File: src/rtl/pscan_pkg.sv
package pscan_pkg;

    typedef enum logic [2:0] {
        ST_IDLE,
        ST_FLUSH,
        ST_SHIFT,
        ST_CAPTURE,
        ST_DONE
    } seq_state_e;

    // Control word produced by the decoder each cycle
    typedef struct packed {
        logic test_ctl;
        logic scan_en;
        logic func_en;
        logic si_req;
        logic so_strobe;
        logic pi_req;
        logic done;
    } ctl_vec_t;

    // Flush pattern: 0,0,1,1 repeating, i.e. bit 1 of the cycle index
    function automatic logic flush_bit(input logic [31:0] idx);
        return idx[1];
    endfunction

    function automatic int unsigned session_clocks(input int unsigned nsff,
                                                   input int unsigned nvec);
        return (nvec + 2) * nsff + nvec + 4;
    endfunction

endpackage

File: src/rtl/pscan_fsm.sv
module pscan_fsm
    import pscan_pkg::*;
#(
    parameter int N_SFF = 8,
    parameter int N_VEC = 3,
    localparam int CW = $clog2(N_SFF + 5),
    localparam int VW = $clog2(N_VEC + 1)
) (
    input  logic          clk,
    input  logic          rst,
    input  logic          start,
    output seq_state_e    state,
    output logic [CW-1:0] bit_cnt,
    output logic [VW-1:0] vec_cnt
);

    localparam logic [CW-1:0] FLUSH_LAST = CW'(N_SFF + 3);
    localparam logic [CW-1:0] SHIFT_LAST = CW'(N_SFF - 1);
    localparam logic [VW-1:0] VEC_ALL    = VW'(N_VEC);

    always_ff @(posedge clk) begin
        if (rst) begin
            state   <= ST_IDLE;
            bit_cnt <= '0;
            vec_cnt <= '0;
        end else begin
            unique case (state)
                ST_IDLE: begin
                    bit_cnt <= '0;
                    vec_cnt <= '0;
                    if (start) state <= ST_FLUSH;
                end
                ST_FLUSH: begin
                    if (bit_cnt == FLUSH_LAST) begin
                        bit_cnt <= '0;
                        state   <= ST_SHIFT;
                    end else begin
                        bit_cnt <= bit_cnt + 1'b1;
                    end
                end
                ST_SHIFT: begin
                    if (bit_cnt == SHIFT_LAST) begin
                        bit_cnt <= '0;
                        state   <= (vec_cnt == VEC_ALL) ? ST_DONE : ST_CAPTURE;
                    end else begin
                        bit_cnt <= bit_cnt + 1'b1;
                    end
                end
                ST_CAPTURE: begin
                    vec_cnt <= vec_cnt + 1'b1;
                    state   <= ST_SHIFT;
                end
                ST_DONE: state <= ST_IDLE;
                default: state <= ST_IDLE;
            endcase
        end
    end

endmodule

File: src/rtl/pscan_decode.sv
module pscan_decode
    import pscan_pkg::*;
#(
    parameter int N_VEC = 3,
    localparam int VW = $clog2(N_VEC + 1)
) (
    input  seq_state_e    state,
    input  logic [VW-1:0] vec_cnt,
    output ctl_vec_t      ctl
);

    localparam logic [VW-1:0] VEC_ALL = VW'(N_VEC);

    always_comb begin
        ctl = '0;
        unique case (state)
            ST_FLUSH: begin
                ctl.test_ctl = 1'b1;
                ctl.scan_en  = 1'b1;
            end
            ST_SHIFT: begin
                ctl.test_ctl  = 1'b1;
                ctl.scan_en   = 1'b1;
                ctl.si_req    = (vec_cnt < VEC_ALL);
                ctl.so_strobe = (vec_cnt != '0);
            end
            ST_CAPTURE: begin
                ctl.scan_en = 1'b1;
                ctl.func_en = 1'b1;
                ctl.pi_req  = 1'b1;
            end
            ST_DONE: ctl.done = 1'b1;
            default: ctl = '0;
        endcase
    end

endmodule

File: src/rtl/pscan_flush_chk.sv
module pscan_flush_chk
    import pscan_pkg::*;
#(
    parameter int N_SFF = 8,
    localparam int CW = $clog2(N_SFF + 5)
) (
    input  logic          clk,
    input  logic          rst,
    input  logic          clear,
    input  logic          in_flush,
    input  logic [CW-1:0] bit_cnt,
    input  logic          chain_so,
    output logic          fail
);

    localparam logic [CW-1:0] FILL = CW'(N_SFF);

    logic [CW-1:0] lag;
    logic          exp_bit;
    logic          armed;

    // Expected tail bit is the pattern delayed by the chain length
    assign lag     = bit_cnt - FILL;
    assign exp_bit = flush_bit(32'(lag));
    assign armed   = in_flush && (bit_cnt >= FILL);

    always_ff @(posedge clk) begin
        if (rst || clear) begin
            fail <= 1'b0;
        end else if (armed && (chain_so != exp_bit)) begin
            fail <= 1'b1;
        end
    end

endmodule

File: src/rtl/pscan_seq.sv
module pscan_seq
    import pscan_pkg::*;
#(
    parameter int N_SFF = 8,
    parameter int N_VEC = 3
) (
    input  logic clk,
    input  logic rst,
    input  logic start,
    input  logic tst_si,
    input  logic chain_so,
    output logic test_ctl,
    output logic scan_clk_en,
    output logic func_clk_en,
    output logic chain_si,
    output logic si_req,
    output logic pi_req,
    output logic so_strobe,
    output logic done,
    output logic flush_fail
);

    localparam int CW = $clog2(N_SFF + 5);
    localparam int VW = $clog2(N_VEC + 1);

    seq_state_e    state;
    logic [CW-1:0] bit_cnt;
    logic [VW-1:0] vec_cnt;
    ctl_vec_t      ctl;
    logic          in_flush;

    pscan_fsm #(.N_SFF(N_SFF), .N_VEC(N_VEC)) u_fsm (
        .clk     (clk),
        .rst     (rst),
        .start   (start),
        .state   (state),
        .bit_cnt (bit_cnt),
        .vec_cnt (vec_cnt)
    );

    pscan_decode #(.N_VEC(N_VEC)) u_dec (
        .state   (state),
        .vec_cnt (vec_cnt),
        .ctl     (ctl)
    );

    assign in_flush = (state == ST_FLUSH);

    pscan_flush_chk #(.N_SFF(N_SFF)) u_flush (
        .clk      (clk),
        .rst      (rst),
        .clear    ((state == ST_IDLE) && start),
        .in_flush (in_flush),
        .bit_cnt  (bit_cnt),
        .chain_so (chain_so),
        .fail     (flush_fail)
    );

    assign test_ctl    = ctl.test_ctl;
    assign scan_clk_en = ctl.scan_en;
    assign func_clk_en = ctl.func_en;
    assign si_req      = ctl.si_req;
    assign pi_req      = ctl.pi_req;
    assign so_strobe   = ctl.so_strobe;
    assign done        = ctl.done;

    // Chain head: own pattern in flush, tester data during scan-in
    assign chain_si = in_flush ? flush_bit(32'(bit_cnt))
                               : (ctl.si_req & tst_si);

endmodule

File: config.mk
export PLATFORM = sky130hd
export DESIGN_NAME = pscan_seq
export DESIGN_NICKNAME = d
export VERILOG_FILES = /design/src/rtl/pscan_pkg.sv /design/src/rtl/pscan_fsm.sv /design/src/rtl/pscan_decode.sv /design/src/rtl/pscan_flush_chk.sv /design/src/rtl/pscan_seq.sv
export SDC_FILE = /design/constraint.sdc
export NUM_CORES = 1
export LEC_CHECK = 0
export ABC_AREA = 0
export BUFFER_PORTS_ARGS = -buffer_cell sky130_fd_sc_hd__buf_2
export CORE_AREA = 10 10 47 49
export DETAILED_ROUTE_END_ITERATION = 8
export DIE_AREA = 0 0 57 59
export PLACE_DENSITY_LB_ADDON = 0.15
export SETUP_SLACK_MARGIN = 0.2
export SLEW_MARGIN = 10
export SYNTH_ARGS = -nofsm -noshare
export SYNTH_HDL_FRONTEND = slang
export SYNTH_SLANG_ARGS = --single-unit
File: constraint.sdc
create_clock -name clk -period 5.05 [get_ports clk]
set_clock_uncertainty 0.05 [all_clocks]
set_input_delay 1.01 -clock clk [delete_from_list [all_inputs] [get_ports clk]]
set_output_delay 1.01 -clock clk [all_outputs]
set_load 0.01 [all_outputs]
Word-level counts from Yosys, hierarchy flattened
Cells that the tools add are included.
- order comparisons: 2
- reduce and logical (&&, ||, !) cells: 11
- mux-type cells: 15
- bitwise operators: 1
- equal/unequal tests: 11
- add/subtract/negate cells: 3
- operator list (operator ; number):
    3-bit two-way mux ; 4
    3-bit case mux with 4 select lines ; 1
    4-bit case mux with 3 select lines ; 1
    4-bit two-way mux ; 2
    3-bit by 2-bit equality test with 1-bit output (second input constant) ; 2
    1-bit two-way mux ; 5
    4-bit by 1-bit adder with 4-bit output (second input constant) ; 1
    4-bit by 3-bit equality test with 1-bit output (second input constant) ; 1
    4-bit equality test (second input constant) ; 1
    4-bit >= comparator (second input constant) ; 1
    2-bit != test (second input constant) ; 2
    2-bit case mux with 2 select lines ; 1
    2-bit nonzero test ; 2
    3-bit by 1-bit equality test with 1-bit output (second input constant) ; 1
    3-bit equality test (second input constant) ; 1
    1-bit logical AND ; 3
    3-bit logical NOT ; 1
    3-bit AND reduction ; 1
    3-bit nonzero test ; 1
    3-bit OR reduction ; 1
    2-bit by 1-bit adder with 2-bit output (second input constant) ; 1
    2-bit equality test (second input constant) ; 1
    2-bit < comparator (second input constant) ; 1
    2-bit two-way mux ; 1
    other kinds (6) ; 6
- register bits: 10
- output and inout port bits: 9
- bits of input ports: 5
- word-level logic and storage cells: 47

Longest topological paths before layout
- depth in word-level cells: 4
- gate-level depth with buffers: 5
- gate-level depth less buffers: 5

By module
Synthesis repeated with hierarchy kept, for this count alone.
- cells, all modules: 87
- area, all modules: 723.2 µm²
- by module, submodules not included (module ; area an instance (µm²) ; cells an instance ; instances ; sequential area each (µm²)):
    pscan_fsm ; 558.0 ; 66 ; 1 ; 180.2
    pscan_decode ; 70.1 ; 11 ; 1 ; 0.0
    pscan_flush_chk ; 50.0 ; 5 ; 1 ; 20.0
    pscan_seq ; 45.0 ; 5 ; 1 ; 0.0

Worst setup path before layout
No wires, ideal clock.
- path type: input to output
- start point: in tst_si
- end point: out chain_si
- stages: 3
- data required time: 3.990 ns
- path slack: 2.485 ns
- buffers on the path: 0
- arrival time: 1.505 ns
- cells stage by stage: inv_1 -> o32a_1 -> nor2_1
- longest elaborated chain between the ends: 2
- ends and longest elaborated chain (what ; line ; source):
    start: declaration ; pscan_seq.sv:10 ; input logic tst_si,
    1-bit AND ; pscan_seq.sv:69 ; : (ctl.si_req & tst_si);
    1-bit two-way mux ; pscan_seq.sv:68 ; assign chain_si = in_flush ? flush_bit(32'(bit_cnt))
    end: declaration ; pscan_seq.sv:15 ; output logic chain_si,
Every way passes these cells.

Worst setup path in the final report
Ends and elaborated chain as after synthesis.

==> results.md <==
* Setup crit end kind: output port
* # hold bufs at CTS at 0
* Post-Syn Area at 630.6 um^2
* Layout cell share with drive strength beyond 1 at 20.43%
* Critical Path RT at 3990 ps
* CTS tree: done
* CP Capture Point: chain_si
* Total Power at 0.0003165 W
* CTS HTree Levels at 1
* Clk pwr share at 16.8%
* Clock Tree Root: clkbuf_4
* Commonest non-fill, non-tap cells in the layout: buf_2 (13), nor2_1 (12), dfxtp_1 (10)
* Commonest non-fill, non-tap cell in the layout: buf_2
* Detail Route Antenna Nets at 0
* CP Launch Type: input port
* First-pass GRT wire length at 2.628 mm
* Routed WL at 1.464 mm
* Area after DPL at 693.2 um^2
* Fin crit share at 53.62%
* I/O Pins at 14
* Fin. Hold Viols at 0
* Fin util at 51.07%
* Placed Cells at 106
* Critical path origin: tst_si
* R2r endpoint: u_fsm.state[0]
* Nets@finish at 104
* Layout area overhead at 13.49%
* MaxCap Viol Count at 0
* Levels on crit path at 5
* Sw Share at 42.40%
* Core Rows at 14
* Seq pwr share at 38.1%
* Detail Placement HPWL at 1.141 mm
* Largest delay share family, worst path: compound AO/OA/AOI/OAI gates
* DR pass1 iterations at 4
* Mean post-synth cell area at 7.690 um^2
* CORE AREA at 1401 um^2
* Minimum clock period at 2708 ps
* Cell Chain, Critical Path: buf_2 -> inv_1 -> o32a_1 -> nor2_1 -> buf_2
* Drt via density at 5.541
* Inserted Clock Buffers at 3
* Avg WL per Cell at 13.43 um
* Largest net degree at the start of global routing at 16
* DR DRC count at 0
* Pwr dens at 442.3 nW/um^2
* Leak Pwr at 0.3009 nW
* Crit Path Class: input port to output port
* Synth top area cells: dfxtp_1 (32%), ha_1 (7.9%), nor2_1 (7.1%), inv_1 (5.4%), nand2_1 (4.8%)
* Chip width at 57 um
* Ant. Diodes at 0
* Post-synthesis instance total at 82
* R2R depth at 4
* Worst vdd ir at 0.0002474 V
* Die Ht at 59 um
* Initial antenna violation count at 0
* Reg2reg start: u_fsm.state[1]
* Via count at 604
* Total setup buffers inserted after CTS at 0
* Share of the synthesized area in the top cell type at 31.75%
* Actual slew at the worst max-slew pin at 507.0 ps
* Psw at 0.0001342 W
* Sequential-to-total area share from yosys stat at 31.75%
* Placer congestion estimate at 0.7105
* Post-Layout Inst Area at 715.7 um^2
* Max transition margin at 66.15%
* YS warnings at 0
* Initial Utilization at 45.00%
* Delay of the slowest critical-path stage at 310 ps
* Critical path fanouts, max at 1
* Reg clk slew, reported paths at 60 ps
* Critical-path top delay cell: o32a_1
* Post-synthesis register bit count at 10
* R2R Setup Slk at 3220 ps
* Total Routing Usage GR at 9.648%
* Fmax at 369.3 MHz
* Setup TNS at 0 ps
* Critical Path Most Common Cell: buf_2
* Bufs and invs on worst path at 3
* Setup-failing EPs final at 0
* DRT iter0 DRCs at 12
* Outcome: completed
* Final cell count without fillers at 109
* Power Internal at 0.0001823 W
* Synth unique cells at 26
* Post-CTS resize count at 0
* CTS Sinks at 10
* Die ar. at 3363 um^2
* Synthesized Nets at 91
* RSZ-0062 raised after global routing: no
* Vias in the first global route at 624
* Max Buffers Root-to-Sink at 2
* Global-route congestion overflow total at 0
* Fin. max-slew vios at 0
* Worst hold path type: flip-flop to flip-flop
* Clk_lat worst skew at 260 ps
* Port Buffers at 13
* Combinational power share at 45.2%
* Synth area leader: dfxtp_1
* Worst Path Arrival at 1650 ps
==> final cells by class <==
cell class,count,area [um^2]
fillers,150,685.7
multi-input cells,58,374.1
flip-flops and latches,10,200.2
repair buffers,13,65.06
inverters,9,33.78
clock buffers,3,22.52
well taps,16,20.02
==> worst min path at each step <==
stage / from / end / slack (ps) / cells after the start
2_1_floorplan: u_fsm.vec_cnt[0] / u_fsm.vec_cnt[0] / 400 / 2
3_3_place_gp: u_fsm.vec_cnt[0] / u_fsm.vec_cnt[0] / 410 / 2
3_5_place_dp: u_fsm.vec_cnt[0] / u_fsm.vec_cnt[0] / 450 / 2
4_1_cts: u_fsm.vec_cnt[0] / u_fsm.vec_cnt[0] / 460 / 2
5_1_grt: u_fsm.vec_cnt[0] / u_fsm.vec_cnt[0] / 490 / 2
6_report: u_fsm.vec_cnt[0] / u_fsm.vec_cnt[0] / 440 / 2
==> state kept, by name, summed over array words and instances (netlist names) <==
register	count
u_flush.fail	1
u_fsm.bit_cnt	4
u_fsm.state	3
u_fsm.vec_cnt	2
==> power groups by stage <==
stage / registers (W) / logic [W] / clock network (W)
after floorplan: 0.000105 / 0.000123 / 0
after global placement: 0.000120 / 0.000142 / 0
after detailed placement: 0.000122 / 0.000146 / 0
after CTS: 0.000120 / 0.000147 / 0.0000558
after global routing: 0.000125 / 0.000164 / 0.0000598
final: 0.000120 / 0.000143 / 0.0000531
==> logic make-up after synthesis <==
group	count (synthesis)	share of synthesized area [%]
buffers and inverters	14	8.928
AOI/OAI and AO/OA	15	16.27
xor gates and xnor gates	2	2.778
and+or+nand+nor	37	32.34
DFF	10	31.75
adders and majority gates	4	7.937
==> stage by stage <==
step	setup slack [ps]	hold WS [ps]
after CTS	2334	455.4
after global routing	2256	485.2
after floorplan	2485	399.2
after detailed placement	2334	446.5
final	2342	442.6
after global placement	2360	410.6
==> worst min-delay path, stage by stage, from the launching register on <==
cell and delay, ps:
dfxtp_1 330, nand2_1 60, a21oi_1 60
==> per-layer routing <==
layer	up-vias	track usage, %	routed length (um)
li1	313	-	-
met1	278	9.530	611
met2	11	17.67	760
met3	2	4.292	82
met4	0	3.020	9
met5	-	0	0
==> synth_stat cells <==
master / instances
nor2_1: 12
dfxtp_1: 10
inv_1: 9
nand2_1: 8
nor3_1: 5
a21oi_1: 4
clkbuf_1: 4
ha_1: 4
a211oi_1: 2
a22oi_1: 2
a31oi_1: 2
nand2b_1: 2
nand3_1: 2
nor4_1: 2
o21ai_0: 2
xnor2_1: 2
a311oi_1: 1
and3b_1: 1
and4b_1: 1
and4bb_2: 1
buf_4: 1
nor4_4: 1
nor4b_1: 1
o221a_2: 1
o32a_1: 1
or4_1: 1
Power figures use the tool's default switching activity.
